<file path="config.mk">
export PLATFORM = sky130hd
export DESIGN_NAME = evt_irq_ctrl
export DESIGN_NICKNAME = d
export VERILOG_FILES = /design/src/rtl/evtc_pkg.sv /design/src/rtl/evtc_sync.sv /design/src/rtl/evtc_bank.sv /design/src/rtl/evt_irq_ctrl.sv
export SDC_FILE = /design/constraint.sdc
export NUM_CORES = 1
export LEC_CHECK = 0
export BUFFER_PORTS_ARGS = -buffer_cell sky130_fd_sc_hd__buf_4
export CAP_MARGIN = 20
export CORE_MARGIN = 4
export CORE_UTILIZATION = 30
export CTS_BUF_LIST = sky130_fd_sc_hd__clkbuf_8
export DETAILED_ROUTE_END_ITERATION = 8
export PLACE_DENSITY_LB_ADDON = 0.3
export SKIP_CTS_REPAIR_TIMING = 1
export SLEW_MARGIN = 20
export SYNTH_ARGS = -nofsm -noshare
export SYNTH_HDL_FRONTEND = slang
export SYNTH_SLANG_ARGS = --single-unit
</file>
<file path="constraint.sdc">
create_clock -name clk -period 31.3 [get_ports clk]
set_clock_uncertainty 0.2 [all_clocks]
set_input_delay 4.695 -clock clk [delete_from_list [all_inputs] [get_ports clk]]
set_output_delay 4.695 -clock clk [all_outputs]
set_load 0.1 [all_outputs]
</file>
<file path="src/rtl/evtc_pkg.sv">
package evtc_pkg;

  localparam int LINES_PER_BANK = 32;
  localparam int MAX_BANKS      = 3;
  localparam int AW             = 12;
  localparam int DW             = 32;

  localparam logic [AW-1:0] OFS_RSEL    = 12'h000;
  localparam logic [AW-1:0] OFS_FSEL    = 12'h004;
  localparam logic [AW-1:0] OFS_RPND    = 12'h00C;
  localparam logic [AW-1:0] OFS_FPND    = 12'h010;
  localparam logic [AW-1:0] BANK_STRIDE = 12'h020;
  localparam logic [AW-1:0] MASK_BASE   = 12'h080;
  localparam logic [AW-1:0] MASK_STRIDE = 12'h010;
  localparam logic [AW-1:0] TRG_BASE    = 12'h3EC;
  localparam logic [AW-1:0] TRG_STRIDE  = 12'h004;
  localparam logic [AW-1:0] HWCFG_ADDR  = 12'h3F0;

  typedef enum logic [2:0] {
    FLD_NONE,
    FLD_RSEL,
    FLD_FSEL,
    FLD_RPND,
    FLD_FPND,
    FLD_MASK,
    FLD_TRG,
    FLD_HWCFG
  } field_e;

  typedef struct packed {
    field_e     fld;
    logic [1:0] bank;
  } dec_t;

  // Exact-match decode of a word address; banks at or above nbanks are absent.
  function automatic dec_t decode_addr(input logic [AW-1:0] a, input int nbanks);
    dec_t d;
    logic [AW-1:0] bbase;
    d.fld  = FLD_NONE;
    d.bank = '0;
    for (int b = 0; b < MAX_BANKS; b++) begin
      if (b < nbanks) begin
        bbase = AW'(b) * BANK_STRIDE;
        if (a == bbase + OFS_RSEL) begin d.fld = FLD_RSEL; d.bank = 2'(b); end
        if (a == bbase + OFS_FSEL) begin d.fld = FLD_FSEL; d.bank = 2'(b); end
        if (a == bbase + OFS_RPND) begin d.fld = FLD_RPND; d.bank = 2'(b); end
        if (a == bbase + OFS_FPND) begin d.fld = FLD_FPND; d.bank = 2'(b); end
        if (a == MASK_BASE + AW'(b) * MASK_STRIDE) begin d.fld = FLD_MASK; d.bank = 2'(b); end
        if (a == TRG_BASE - AW'(b) * TRG_STRIDE)   begin d.fld = FLD_TRG;  d.bank = 2'(b); end
      end
    end
    if (a == HWCFG_ADDR) d.fld = FLD_HWCFG;
    return d;
  endfunction

  // Bits of a bank that correspond to existing lines.
  function automatic logic [DW-1:0] valid_bits(input int bank, input int nlines);
    logic [DW-1:0] m;
    m = '0;
    for (int i = 0; i < LINES_PER_BANK; i++) begin
      if (bank * LINES_PER_BANK + i < nlines) m[i] = 1'b1;
    end
    return m;
  endfunction

endpackage

</file>
<file path="src/rtl/evtc_sync.sv">
module evtc_sync #(
  parameter int W = 1
) (
  input  logic         clk,
  input  logic         rst_n,
  input  logic [W-1:0] din,
  output logic [W-1:0] level,
  output logic [W-1:0] rise,
  output logic [W-1:0] fall
);

  logic [W-1:0] s1_q, s2_q, s3_q;
  logic [W-1:0] s1_d, s2_d, s3_d;

  always_comb begin
    s1_d = din;
    s2_d = s1_q;
    s3_d = s2_q;
  end

  always_ff @(posedge clk or negedge rst_n) begin
    if (!rst_n) begin
      s1_q <= '0;
      s2_q <= '0;
      s3_q <= '0;
    end else begin
      s1_q <= s1_d;
      s2_q <= s2_d;
      s3_q <= s3_d;
    end
  end

  assign level = s2_q;
  assign rise  = s2_q & ~s3_q;
  assign fall  = ~s2_q & s3_q;

endmodule

</file>
<file path="src/rtl/evtc_bank.sv">
module evtc_bank #(
  parameter logic [31:0] CFG_MASK   = 32'h0,
  parameter logic [31:0] VALID_MASK = 32'hFFFF_FFFF
) (
  input  logic        clk,
  input  logic        rst_n,
  input  logic        we_rsel,
  input  logic        we_fsel,
  input  logic        we_rpnd,
  input  logic        we_fpnd,
  input  logic        we_mask,
  input  logic [31:0] wdata,
  input  logic [31:0] level,
  input  logic [31:0] rise,
  input  logic [31:0] fall,
  output logic [31:0] rsel,
  output logic [31:0] fsel,
  output logic [31:0] rpnd,
  output logic [31:0] fpnd,
  output logic [31:0] mask,
  output logic [31:0] irq
);

  logic [31:0] rsel_q, fsel_q, rpnd_q, fpnd_q, mask_q;
  logic [31:0] rsel_d, fsel_d, rpnd_d, fpnd_d, mask_d;
  logic [31:0] rise_set, fall_set, rclr, fclr;
  logic        rsel_en, fsel_en, mask_en;

  always_comb begin
    rsel_en  = we_rsel;
    fsel_en  = we_fsel;
    mask_en  = we_mask;
    rsel_d   = wdata & CFG_MASK;
    fsel_d   = wdata & CFG_MASK;
    mask_d   = wdata & VALID_MASK;
    rise_set = rise & rsel_q & CFG_MASK;
    fall_set = fall & fsel_q & CFG_MASK;
    rclr     = we_rpnd ? (wdata & CFG_MASK) : '0;
    fclr     = we_fpnd ? (wdata & CFG_MASK) : '0;
    rpnd_d   = (rpnd_q & ~rclr) | rise_set;
    fpnd_d   = (fpnd_q & ~fclr) | fall_set;
  end

  always_ff @(posedge clk or negedge rst_n) begin
    if (!rst_n) begin
      rsel_q <= '0;
      fsel_q <= '0;
      rpnd_q <= '0;
      fpnd_q <= '0;
      mask_q <= '0;
    end else begin
      if (rsel_en) rsel_q <= rsel_d;
      if (fsel_en) fsel_q <= fsel_d;
      if (mask_en) mask_q <= mask_d;
      rpnd_q <= rpnd_d;
      fpnd_q <= fpnd_d;
    end
  end

  assign rsel = rsel_q;
  assign fsel = fsel_q;
  assign rpnd = rpnd_q;
  assign fpnd = fpnd_q;
  assign mask = mask_q;
  assign irq  = (((rpnd_q | fpnd_q) & CFG_MASK) | (level & ~CFG_MASK)) & mask_q;


  rise_set_wins_chk: assert property (@(posedge clk) disable iff (!rst_n)
    (rise_set != 32'h0) |=> ((rpnd_q & $past(rise_set)) == $past(rise_set)));


  fall_set_wins_chk: assert property (@(posedge clk) disable iff (!rst_n)
    (fall_set != 32'h0) |=> ((fpnd_q & $past(fall_set)) == $past(fall_set)));


  rise_clear_chk: assert property (@(posedge clk) disable iff (!rst_n)
    ((rclr & ~rise_set) != 32'h0) |=> ((rpnd_q & $past(rclr & ~rise_set)) == 32'h0));


  fall_clear_chk: assert property (@(posedge clk) disable iff (!rst_n)
    ((fclr & ~fall_set) != 32'h0) |=> ((fpnd_q & $past(fclr & ~fall_set)) == 32'h0));

endmodule

</file>
<file path="src/rtl/evt_irq_ctrl.sv">
module evt_irq_ctrl
  import evtc_pkg::*;
#(
  parameter int          NUM_LINES = 80,
  parameter int          NUM_CPUS  = 2,
  parameter int          CID_WIDTH = 3,
  parameter logic [95:0] CFG_LINES = 96'h0000_00FF_FFFF_0000_FFFF_FFFF
) (
  input  logic                 clk,
  input  logic                 rst_n,
  input  logic                 bus_valid,
  input  logic                 bus_write,
  input  logic [11:0]          bus_addr,
  input  logic [31:0]          bus_wdata,
  output logic [31:0]          bus_rdata,
  input  logic [NUM_LINES-1:0] evt_in,
  output logic [NUM_LINES-1:0] irq_out
);

  localparam int NUM_BANKS = (NUM_LINES + LINES_PER_BANK - 1) / LINES_PER_BANK;
  localparam int PAD       = NUM_BANKS * LINES_PER_BANK;
  localparam logic [31:0] HWCFG_WORD =
    {4'h0, 4'(CID_WIDTH), 12'h000, 4'(NUM_CPUS - 1), 8'(NUM_LINES - 1)};

  // Reset: asserted asynchronously, released after two clock edges.
  logic rst_meta_q, rst_int_q;
  always_ff @(posedge clk or negedge rst_n) begin
    if (!rst_n) begin
      rst_meta_q <= 1'b0;
      rst_int_q  <= 1'b0;
    end else begin
      rst_meta_q <= 1'b1;
      rst_int_q  <= rst_meta_q;
    end
  end

  logic [NUM_LINES-1:0] lvl_n, rise_n, fall_n;
  logic [PAD-1:0]       lvl_p, rise_p, fall_p, irq_p;

  evtc_sync #(.W(NUM_LINES)) u_sync (
    .clk   (clk),
    .rst_n (rst_int_q),
    .din   (evt_in),
    .level (lvl_n),
    .rise  (rise_n),
    .fall  (fall_n)
  );

  assign lvl_p  = PAD'(lvl_n);
  assign rise_p = PAD'(rise_n);
  assign fall_p = PAD'(fall_n);

  dec_t dec;
  logic wr_req, rd_req;
  assign dec    = decode_addr(bus_addr, NUM_BANKS);
  assign wr_req = bus_valid & bus_write;
  assign rd_req = bus_valid & ~bus_write;

  logic [NUM_BANKS-1:0]       we_rsel, we_fsel, we_rpnd, we_fpnd, we_mask;
  logic [NUM_BANKS-1:0][31:0] rsel_w, fsel_w, rpnd_w, fpnd_w, mask_w, trg_w;

  for (genvar b = 0; b < NUM_BANKS; b++) begin : g_bank
    localparam logic [31:0] VMASK = valid_bits(b, NUM_LINES);
    localparam logic [31:0] CMASK = CFG_LINES[b*32 +: 32] & VMASK;

    assign we_rsel[b] = wr_req && (dec.fld == FLD_RSEL) && (dec.bank == 2'(b));
    assign we_fsel[b] = wr_req && (dec.fld == FLD_FSEL) && (dec.bank == 2'(b));
    assign we_rpnd[b] = wr_req && (dec.fld == FLD_RPND) && (dec.bank == 2'(b));
    assign we_fpnd[b] = wr_req && (dec.fld == FLD_FPND) && (dec.bank == 2'(b));
    assign we_mask[b] = wr_req && (dec.fld == FLD_MASK) && (dec.bank == 2'(b));
    assign trg_w[b]   = CMASK;

    evtc_bank #(.CFG_MASK(CMASK), .VALID_MASK(VMASK)) u_bank (
      .clk     (clk),
      .rst_n   (rst_int_q),
      .we_rsel (we_rsel[b]),
      .we_fsel (we_fsel[b]),
      .we_rpnd (we_rpnd[b]),
      .we_fpnd (we_fpnd[b]),
      .we_mask (we_mask[b]),
      .wdata   (bus_wdata),
      .level   (lvl_p[b*32 +: 32]),
      .rise    (rise_p[b*32 +: 32]),
      .fall    (fall_p[b*32 +: 32]),
      .rsel    (rsel_w[b]),
      .fsel    (fsel_w[b]),
      .rpnd    (rpnd_w[b]),
      .fpnd    (fpnd_w[b]),
      .mask    (mask_w[b]),
      .irq     (irq_p[b*32 +: 32])
    );
  end

  assign irq_out = irq_p[NUM_LINES-1:0];

  // Read path: mux next, registered data.
  logic [31:0] rd_d, rdata_q;
  logic        rd_en;

  always_comb begin
    rd_en = rd_req;
    rd_d  = '0;
    if (dec.fld == FLD_HWCFG) begin
      rd_d = HWCFG_WORD;
    end else begin
      for (int b = 0; b < NUM_BANKS; b++) begin
        if (dec.bank == 2'(b)) begin
          case (dec.fld)
            FLD_RSEL: rd_d = rsel_w[b];
            FLD_FSEL: rd_d = fsel_w[b];
            FLD_RPND: rd_d = rpnd_w[b];
            FLD_FPND: rd_d = fpnd_w[b];
            FLD_MASK: rd_d = mask_w[b];
            FLD_TRG:  rd_d = trg_w[b];
            default:  ;
          endcase
        end
      end
    end
  end

  always_ff @(posedge clk or negedge rst_int_q) begin
    if (!rst_int_q) rdata_q <= '0;
    else if (rd_en) rdata_q <= rd_d;
  end

  assign bus_rdata = rdata_q;


  hwcfg_read_chk: assert property (@(posedge clk) disable iff (!rst_int_q)
    (rd_req && (bus_addr == HWCFG_ADDR)) |=> (bus_rdata == HWCFG_WORD));


  unmapped_read_chk: assert property (@(posedge clk) disable iff (!rst_int_q)
    (rd_req && (dec.fld == FLD_NONE)) |=> (bus_rdata == 32'h0));

endmodule

</file>
---- Word level (Yosys, flattened, before mapping) ----
Cells that the tools add are included.
storage, ports and cells
  register bits ........................... 650
  logic and storage cells ................. 141
cells by class
  bitwise logic cells ..................... 39
  multiplexer cells ....................... 32
  equality and inequality tests ........... 27
  reduce and logical (&&, ||, !) cells .... 22
operator list
  kind                  count
  $pmux 32 s6           3
  $and 32x32->32        12
  $mux 32               8
  $not 32->32           6
  $or 32x32->32         6
  $and 72x72->72        2
  $not 72->72           2
  $mux 5                16
  $or 32x8->32          2
  $eq 12x10->1 const B  4
  $eq 12x6->1 const B   4
  $eq 12x7->1 const B   4
  $eq 12x8->1 const B   3
  $or 32x16->32         1
  $logic_and 1x1->1     20
  $and 16x16->16        1
  $and 8x8->8           2
  $mux 8                2
  $or 8x16->16          1
  $eq 12x3->1 const B   1
  $eq 12x4->1 const B   1
  $eq 12x5->1 const B   1
  $eq 3x3->1 const B    4
  $logic_not 12->1      1
  other kinds (10)      13

---- Depth between registers and ports, before layout ----
Gate-level depths: netlist of run 1.
  depth in word-level cells ............... 28
  mapped depth ............................ 12
  gate-level depth less buffers ........... 8

---- Hierarchy ----
A second synthesis of run 1 with hierarchy kept.
unflattened totals
  cells, all modules ...................... 2216
  area total of the unflattened synthesis .. 27492.6 sq um
modules (own cells, without submodules)
  module                        instances  cells an instance  area each (sq um)
  evtc_sync                     1          400                7407.1
  evtc_bank (g_bank[0].u_bank)  1          434                6726.5
  evt_irq_ctrl                  1          786                5859.4
  evtc_bank (g_bank[1].u_bank)  1          333                4574.4
  evtc_bank (g_bank[2].u_bank)  1          263                2925.3

---- Least setup slack after synthesis of run 1 ----
Ideal clock, no wire load.
  kind .................................... input to register
  start point ............................. input port bus_addr[6]
  end point ............................... register rdata_q[7], in the netlist bus_rdata[7]
  data required time ...................... 30.977 ns
  arrival ................................. 6.894 ns
  library setup time ...................... 0.123 ns
  cell stages on the path ................. 11
  path slack .............................. 24.083 ns
  path through ............................ buf_2 > nor4bb_1 > a32oi_2 > nand2b_1 > buf_4 > nand2_1 > buf_2 > mux2_1 > a221oi_1 > o21ai_0 > a32o_1
between the ends
  word-level cells in the longest chain between the ends .. 28
  elaborated cells on any way between the ends .. 55
  classes of those cells .................. eq/ne (27); mux (26); reduce/logical (2)
RTL lines
  what                                      RTL line             text
  start, declared                           evt_irq_ctrl.sv:13   input logic [11:0] bus_addr,
  $logic_not 12->1                          evtc_pkg.sv:44       if (a == bbase + OFS_RSEL) begin d.fld = FLD_RSEL; d.bank = 2'(b); end
  $mux 3                                    evtc_pkg.sv:44
  $mux 4                                    evtc_pkg.sv:45       if (a == bbase + OFS_FSEL) begin d.fld = FLD_FSEL; d.bank = 2'(b); end
  $mux 5                                    evtc_pkg.sv:46       if (a == bbase + OFS_RPND) begin d.fld = FLD_RPND; d.bank = 2'(b); end
  $mux 5                                    evtc_pkg.sv:47       if (a == bbase + OFS_FPND) begin d.fld = FLD_FPND; d.bank = 2'(b); end
  $mux 5                                    evtc_pkg.sv:48       if (a == MASK_BASE + AW'(b) * MASK_STRIDE) begin d.fld = FLD_MASK; d.bank = 2'(b); end
  $mux 5                                    evtc_pkg.sv:49       if (a == TRG_BASE - AW'(b) * TRG_STRIDE) begin d.fld = FLD_TRG; d.bank = 2'(b); end
  $mux 5                                    evtc_pkg.sv:44
  [12 not listed]                           -
  $eq 3x3->1, or another cell as far along  evt_irq_ctrl.sv:108  case (dec.fld)
  $pmux 32 s6                               evt_irq_ctrl.sv:108
  $mux 32                                   evt_irq_ctrl.sv:107  if (dec.bank == 2'(b)) begin
  $pmux 32 s6                               evt_irq_ctrl.sv:108
  $mux 32                                   evt_irq_ctrl.sv:107
  $pmux 32 s6                               evt_irq_ctrl.sv:108
  $mux 32                                   evt_irq_ctrl.sv:107
  $mux 32 *                                 evt_irq_ctrl.sv:103  if (dec.fld == FLD_HWCFG) begin
  end signal, assigned                      evt_irq_ctrl.sv:124  else if (rd_en) rdata_q <= rd_d;
  end, declared                             evt_irq_ctrl.sv:97   logic [31:0] rd_d, rdata_q;
Mark *: on every way between the ends. The rest lies on a longest branch, timed or not.
A chain may end at the register's enable or synchronous reset.

---- Final worst setup path of run 1 ----
  start point ............................. input port bus_addr[11]
  end point ............................... register g_bank[1].u_bank.mask_q[19]
between the ends
  word-level cells in the longest chain between the ends .. 23
  elaborated cells on any way between the ends .. 42
  classes of those cells .................. eq/ne (20); mux (19); reduce/logical (3)
RTL lines
  what                  RTL line            text
  $logic_not 12->1      evtc_pkg.sv:44
  $mux 3                evtc_pkg.sv:44
  $mux 4                evtc_pkg.sv:45
  $mux 5                evtc_pkg.sv:46
  $mux 5                evtc_pkg.sv:47
  $mux 5                evtc_pkg.sv:48
  $mux 5                evtc_pkg.sv:49
  $mux 5                evtc_pkg.sv:44
  [7 not listed]        -
  $mux 5                evtc_pkg.sv:46
  $mux 5                evtc_pkg.sv:47
  $mux 5                evtc_pkg.sv:48
  $mux 5                evtc_pkg.sv:49
  $mux 3                evtc_pkg.sv:52      if (a == HWCFG_ADDR) d.fld = FLD_HWCFG;
  $eq 3x3->1            evt_irq_ctrl.sv:70  assign we_mask[b] = wr_req && (dec.fld == FLD_MASK) && (dec.bank == 2'(b));
  $logic_and 1x1->1     evt_irq_ctrl.sv:70
  $logic_and 1x1->1 *   evt_irq_ctrl.sv:70
  end signal, assigned  evtc_bank.sv:54     if (mask_en) mask_q <= mask_d;
  end, declared         evtc_bank.sv:24     logic [31:0] rsel_q, fsel_q, rpnd_q, fpnd_q, mask_q;
Marks and branches as above.

==> results_dict.tcl, run 1 <==
set metrics [dict create \
    fin_crit_sh_pct 25.3 \
    cts_max_level 3 \
    synth-seq-cells 554 \
    yosys_warnings 0 \
    remaining_drc_errors 0 \
    dpl-instance-area_um2 25200 \
    fill_cells 7165 \
    ios 240 \
    ys_seq_area_share_pct 62.1 \
    die_area_um2 78900 \
    hold_viol_final 0 \
    clock_tree.root_cell "clkbuf_8" \
    power_leakage_nw 12.6 \
    critical_path_class "in -> reg" \
    syn_inst 1800 \
    vias 16100 \
    die_h_um 281 \
    clk_latency_ns 0.69 \
    antenna_found_initial 5 \
    synth_edf_count 0 \
    maxSlewViolCount 0 \
    worst_pin_slew_ns 1.08 \
    gp_congestion 0.874 \
    outcome "finished, final reports clean" \
    row_count 99 \
    fmax_ghz 0.126 \
    clk_pin_slew_ns 0.06 \
    nNetsFinal 2205 \
    cts_buffers 96 \
    vias_per_cell 5.17 \
    cts_buffer_depth 3 \
    ys_top_cells_by_area "dfrtp_1 (62%), mux2_2 (7.8%), nand2_1 (4.6%)" \
    grt_pass1_vias 17100 \
    final_util_pct 37.3 \
    yosysTopAreaCell "dfrtp_1" \
    ant_nets 0 \
    dp_hpwl_um 49400 \
    fin_crit_ns 7.92 \
    final_layout_size_suffix_gt1_share_pct 28.1 \
    cp.arrival_ns 8.27 \
    synth-main-ff-cell "dfrtp_1" \
    pwr_density_cell_nw_per_um2 55.1 \
    first_pass_iters 8 \
    core_um2 73300 \
    wl_per_cell_um 24.1 \
    grt_pass1_wl_um 110000 \
    holdCritPathClass "reg -> reg" \
    finalSetupTns_ns 0 \
    holdWs_ns 0.141 \
    startpoint_type "input pin" \
    grt_max_degree 143 \
    crit_path_end_kind "flip-flop" \
    rsz0062_at_grt "no" \
    syn2layout_area_growth_pct 22.5 \
    async_flop_share_pct 100 \
    worst-path-max-fanout 32 \
    drv_cap 0 \
    wl_um 75100 \
    finalSetupViolCount 0 \
    final_area_um2 27300 \
    initial_core_util_pct 30.4 \
    vdd_drop_max_v 0.0000286 \
    crit_required_ns 31.64 \
    grt_overflow 0 \
    syn_nets 1928 \
    io_buffers 239 \
    track_usage_pct 18.8 \
    synth_area_per_cell_um2 12.4 \
    synth_top_area_share_pct 62.1 \
    slew_headroom_pct 28.0 \
    finalPower_mw 1.51 \
    cts_tree "yes" \
    drt_iter0_markers 1184 \
    yosysUniqueCellTypes 70 \
    die_x_um 281 \
    cts.sinks 554 \
    syn_area_um2 22300 \
]
[routing by layer]
| layer | vias to the layer above | share of wire, % | wire [um] | track usage (%) |
|---|---|---|---|---|
| met1 | 8258 | 40 | 30200 | 23.2 |
| met2 | 635 | 48 | 35900 | 31.0 |
| met3 | 189 | 7.5 | 5650 | 4.83 |
| met4 | 4 | 4.5 | 3350 | 8.47 |
| li1 | 7051 | - | - | - |
| met5 | - | 0.028 | 21 | 0 |
[placed cells by master (no fill, tap or decap), types with 10 or more instances in the layout]
cell,synthesis,routed
a211oi_1,18,18
a21oi_1,67,66
a221oi_1,24,24
a22o_1,15,15
a22oi_1,15,15
a32o_1,56,56
and2_1,27,27
buf_4,4,272
clkbuf_8,0,121
clkinv_2,0,10
dfrtp_1,554,553
inv_1,59,95
mux2_1,46,46
mux2_2,154,154
mux2i_1,36,36
nand2_1,276,273
nand3_1,25,23
nor2_1,38,36
nor3_1,13,11
o211ai_1,12,12
o21a_1,57,57
o21ai_0,47,47
o2bb2ai_1,60,60
[worst paths after layout]
kind                            startpoint                         to  slack, ns  cells past startpoint
max                           bus_addr[11]  g_bank[1].u_bank.mask[19]      23.38                      8
min                        u_sync.s1_q[74]           u_sync.level[74]       0.14                      0
max reg2reg                      rst_int_q            u_sync.s3_q[55]      28.12                      3
min reg2reg                u_sync.s1_q[74]           u_sync.level[74]       0.14                      0
max in group asynchronous            rst_n                  rst_int_q      27.22                      1
min in group asynchronous        rst_int_q             u_sync.s1_q[9]       0.18                      0
[layout make-up]
cell class / count / area, um2 / area share, %
clock inverters: 57 / 387 / 1.41
diodes: 3 / 7.51 / 0.0275
multi-input cells: 1090 / 7880 / 28.8
flip-flops and latches: 554 / 13900 / 50.7
well taps: 959 / 1200 / 4.39
repair buffers: 276 / 2110 / 7.72
clock buffers: 121 / 1670 / 6.09
inverters: 59 / 221 / 0.810
[through the flow]
step,worst slack (ns),std cells
finish,23.38,3119
global route,23.26,3116
CTS,23.08,3114
detailed placement,22.30,2936
global placement,22.36,2936
floorplan,14.52,1800
[cells by family after synthesis]
group / share of synthesized area [%]
AOI/OAI and AO/OA: 14.4
xor gates and xnor gates: 0.118
buffers and inverters: 2.93
DFF: 62.1
muxes: 11.7
other: 0.0168
and+or+nand+nor: 8.78
[cells in the mapped netlist (4+ instances only)]
master / number
mux2i_1: 36
a222oi_1: 6
o2bb2ai_1: 60
nand2_1: 276
o211ai_1: 12
and2_1: 27
nor2_1: 38
buf_2: 41
a22oi_1: 15
a221o_1: 6
nand3_1: 25
mux2_1: 46
a32o_1: 56
a22o_1: 15
o221ai_1: 4
o21a_1: 57
buf_4: 4
dfrtp_1: 554
mux2_2: 154
o21ai_0: 47
a221oi_1: 24
and3_1: 4
a21oi_1: 67
nand2b_1: 8
o22ai_1: 6
or3_1: 4
nor3_1: 13
a211oi_1: 18
a21o_1: 5
inv_1: 59
nand4_1: 6
clkbuf_1: 48
[flip-flops by register name, summed over array words and instances, names as in the netlist]
| register | flops |
|---|---|
| g_bank.u_bank.mask | 80 |
| u_sync.level | 80 |
| u_sync.s1_q | 80 |
| g_bank.u_bank.fpnd | 56 |
| g_bank.u_bank.fsel | 56 |
| g_bank.u_bank.rpnd | 56 |
| g_bank.u_bank.rsel | 56 |
| u_sync.s3_q | 56 |
| bus_rdata | 32 |
| rst_int_q | 1 |
| rst_meta_q | 1 |
[power breakdown]
part	leakage [nW]	total (mW)	internal [mW]	switching, mW
sequential	6.91	0.751	0.736	0.0141
clock	1.19	0.695	0.390	0.305
combinational	4.51	0.0618	0.0207	0.0412
[critical path: stages]
cell     delay (ns)
buf_4          0.13
nor4_4         0.65
nand2_1        0.26
or3_1          0.48
a21oi_4        0.64
buf_16         0.23
nand2_2        0.62
mux2_2         0.52
Note: power is estimated with default switching activity, not from simulation.
==> run 2, diff against run 1 <==
Clock period 31.3 ns to 6.7 ns, I/O delays scaled along.
==> run 2 against run 1 <==
Compared with the run above: combinational power grew to 4.7 times the previous value; core utilization is essentially flat; worst hold slack worse by 0.00067 ns; largest power group unchanged; clock power grew to 4.6 times the previous value; largest cell class unchanged; global-route usage up 0.062 points; wire length decreased by 0.15%; register-to-register slack worse by 24 ns; sequential cell count did not move; sequential share of layout area hardly changed; via count grew 0.82%; cell area barely moved; cell count did not move.
==> results_dict.tcl, run 2 (synthesized netlist as in run 1, its figures left out) <==
set metrics [dict create \
    ant_nets 0 \
    finalSetupTns_ns 0 \
    cts_buffers 96 \
    vias_per_cell 5.22 \
    wl_per_cell_um 24.0 \
    ios 240 \
    remaining_drc_errors 0 \
    initial_core_util_pct 30.4 \
    cts.sinks 554 \
    cts_buffer_depth 3 \
    first_pass_iters 6 \
    wl_um 75000 \
    grt_pass1_wl_um 111000 \
    cts_max_level 3 \
    nNetsFinal 2204 \
    critical_path_class "in -> reg" \
    gp_congestion 0.899 \
    dp_cells 2936 \
    register_area_um2 13900 \
    hold_viol_final 0 \
    grt_max_degree 176 \
    drv_cap 0 \
    outcome "finished, final reports clean" \
    vias 16300 \
    io_buffers 239 \
    holdCritPathClass "reg -> reg" \
    antenna_found_initial 8 \
    row_count 99 \
    final_layout_size_suffix_gt1_share_pct 28.3 \
    fin_crit_ns 4.20 \
    clock_tree.root_cell "clkbuf_8" \
    syn2layout_area_growth_pct 22.4 \
    grt_overflow 0 \
    holdWs_ns 0.140 \
    clk_latency_ns 0.68 \
    grt_pass1_vias 17200 \
    cp.arrival_ns 4.55 \
    fin_crit_sh_pct 62.7 \
    drt_iter0_markers 1296 \
    worst_pin_slew_ns 1.16 \
    rsz0062_at_grt "no" \
    dp_hpwl_um 49500 \
    die_h_um 281 \
    maxSlewViolCount 0 \
    worst-path-max-fanout 19 \
    fill_cells 7176 \
    core_um2 73300 \
    fmax_ghz 0.238 \
    slew_headroom_pct 22.7 \
    pwr_density_cell_nw_per_um2 257 \
    cts_tree "yes" \
    die_area_um2 78900 \
    crit_required_ns 7.05 \
    final_cell_mix "dfrtp_1 (553), nand2_1 (272), buf_4 (271), mux2_2 (154), clkbuf_8 (126)" \
    startpoint_type "input pin" \
    die_x_um 281 \
    layout_commonest_cell "dfrtp_1" \
    finalSetupViolCount 0 \
    instances_no_fill 3119 \
    track_usage_pct 18.8 \
    crit_path_end_kind "flip-flop" \
    power_leakage_nw 12.6 \
    vdd_drop_max_v 0.000146 \
    multi_input_area_um2 7890 \
    clk_pin_slew_ns 0.06 \
]
-- run 2: worst max-delay path, stage by stage --
cell,delay [ns]
buf_4,0.18
nor4bb_1,0.54
a32oi_2,0.21
nand2b_1,0.44
nand2_2,0.56
o211a_1,0.30
nand2b_1,0.90
a21oi_1,0.14
a22o_1,0.25
-- run 2: per-layer routing --
| layer | vias to the layer above | part of all wire, % | track usage [%] |
|---|---|---|---|
| li1 | 7075 | - | - |
| met1 | 8367 | 41 | 23.7 |
| met2 | 622 | 47 | 30.7 |
| met3 | 203 | 7.0 | 4.65 |
| met4 | 2 | 4.6 | 8.78 |
| met5 | - | 0.0093 | 0 |
-- run 2: where the power goes --
part | leakage (nW) | switching [mW] | internal, mW
Clock | 1.17 | 1.42 | 1.80
Combinational | 4.52 | 0.194 | 0.0972
Sequential | 6.91 | 0.0670 | 3.44
-- run 2: final timing paths --
| path | endpoint | cells after the start | slack, ns | from |
|---|---|---|---|---|
| worst max-delay path | bus_rdata[9] | 9 | 2.50 | bus_addr[4] |
| worst min-delay path | u_sync.level[24] | 0 | 0.14 | u_sync.s1_q[24] |
| worst max register to register | u_sync.level[2] | 2 | 4.35 | rst_int_q |
| worst min register to register | u_sync.level[24] | 0 | 0.14 | u_sync.s1_q[24] |
| max in group asynchronous | u_sync.level[2] | 2 | 4.35 | rst_int_q |
| min in group asynchronous | u_sync.s3_q[10] | 0 | 0.21 | rst_int_q |
-- run 2: area by class of cell --
cell class / instances / area share (%)
sequential: 554 / 50.7
multi-input combinational: 1090 / 28.9
timing repair buffer: 275 / 7.67
clock buffer: 126 / 6.34
tap: 959 / 4.39
clock inverter: 51 / 1.15
inverter: 59 / 0.810
antenna: 5 / 0.0458
-- run 2: through the flow --
stage,area (um2),power (mW),setup slack (ns),util [%]
after floorplan,22300,3.70,1.12,-
after global placement,25300,3.85,1.95,34.4
after detailed placement,25300,3.86,1.88,34.4
after CTS,27300,7.14,2.63,37.2
after global routing,27300,7.32,2.36,37.3
final,27300,7.02,2.50,37.3
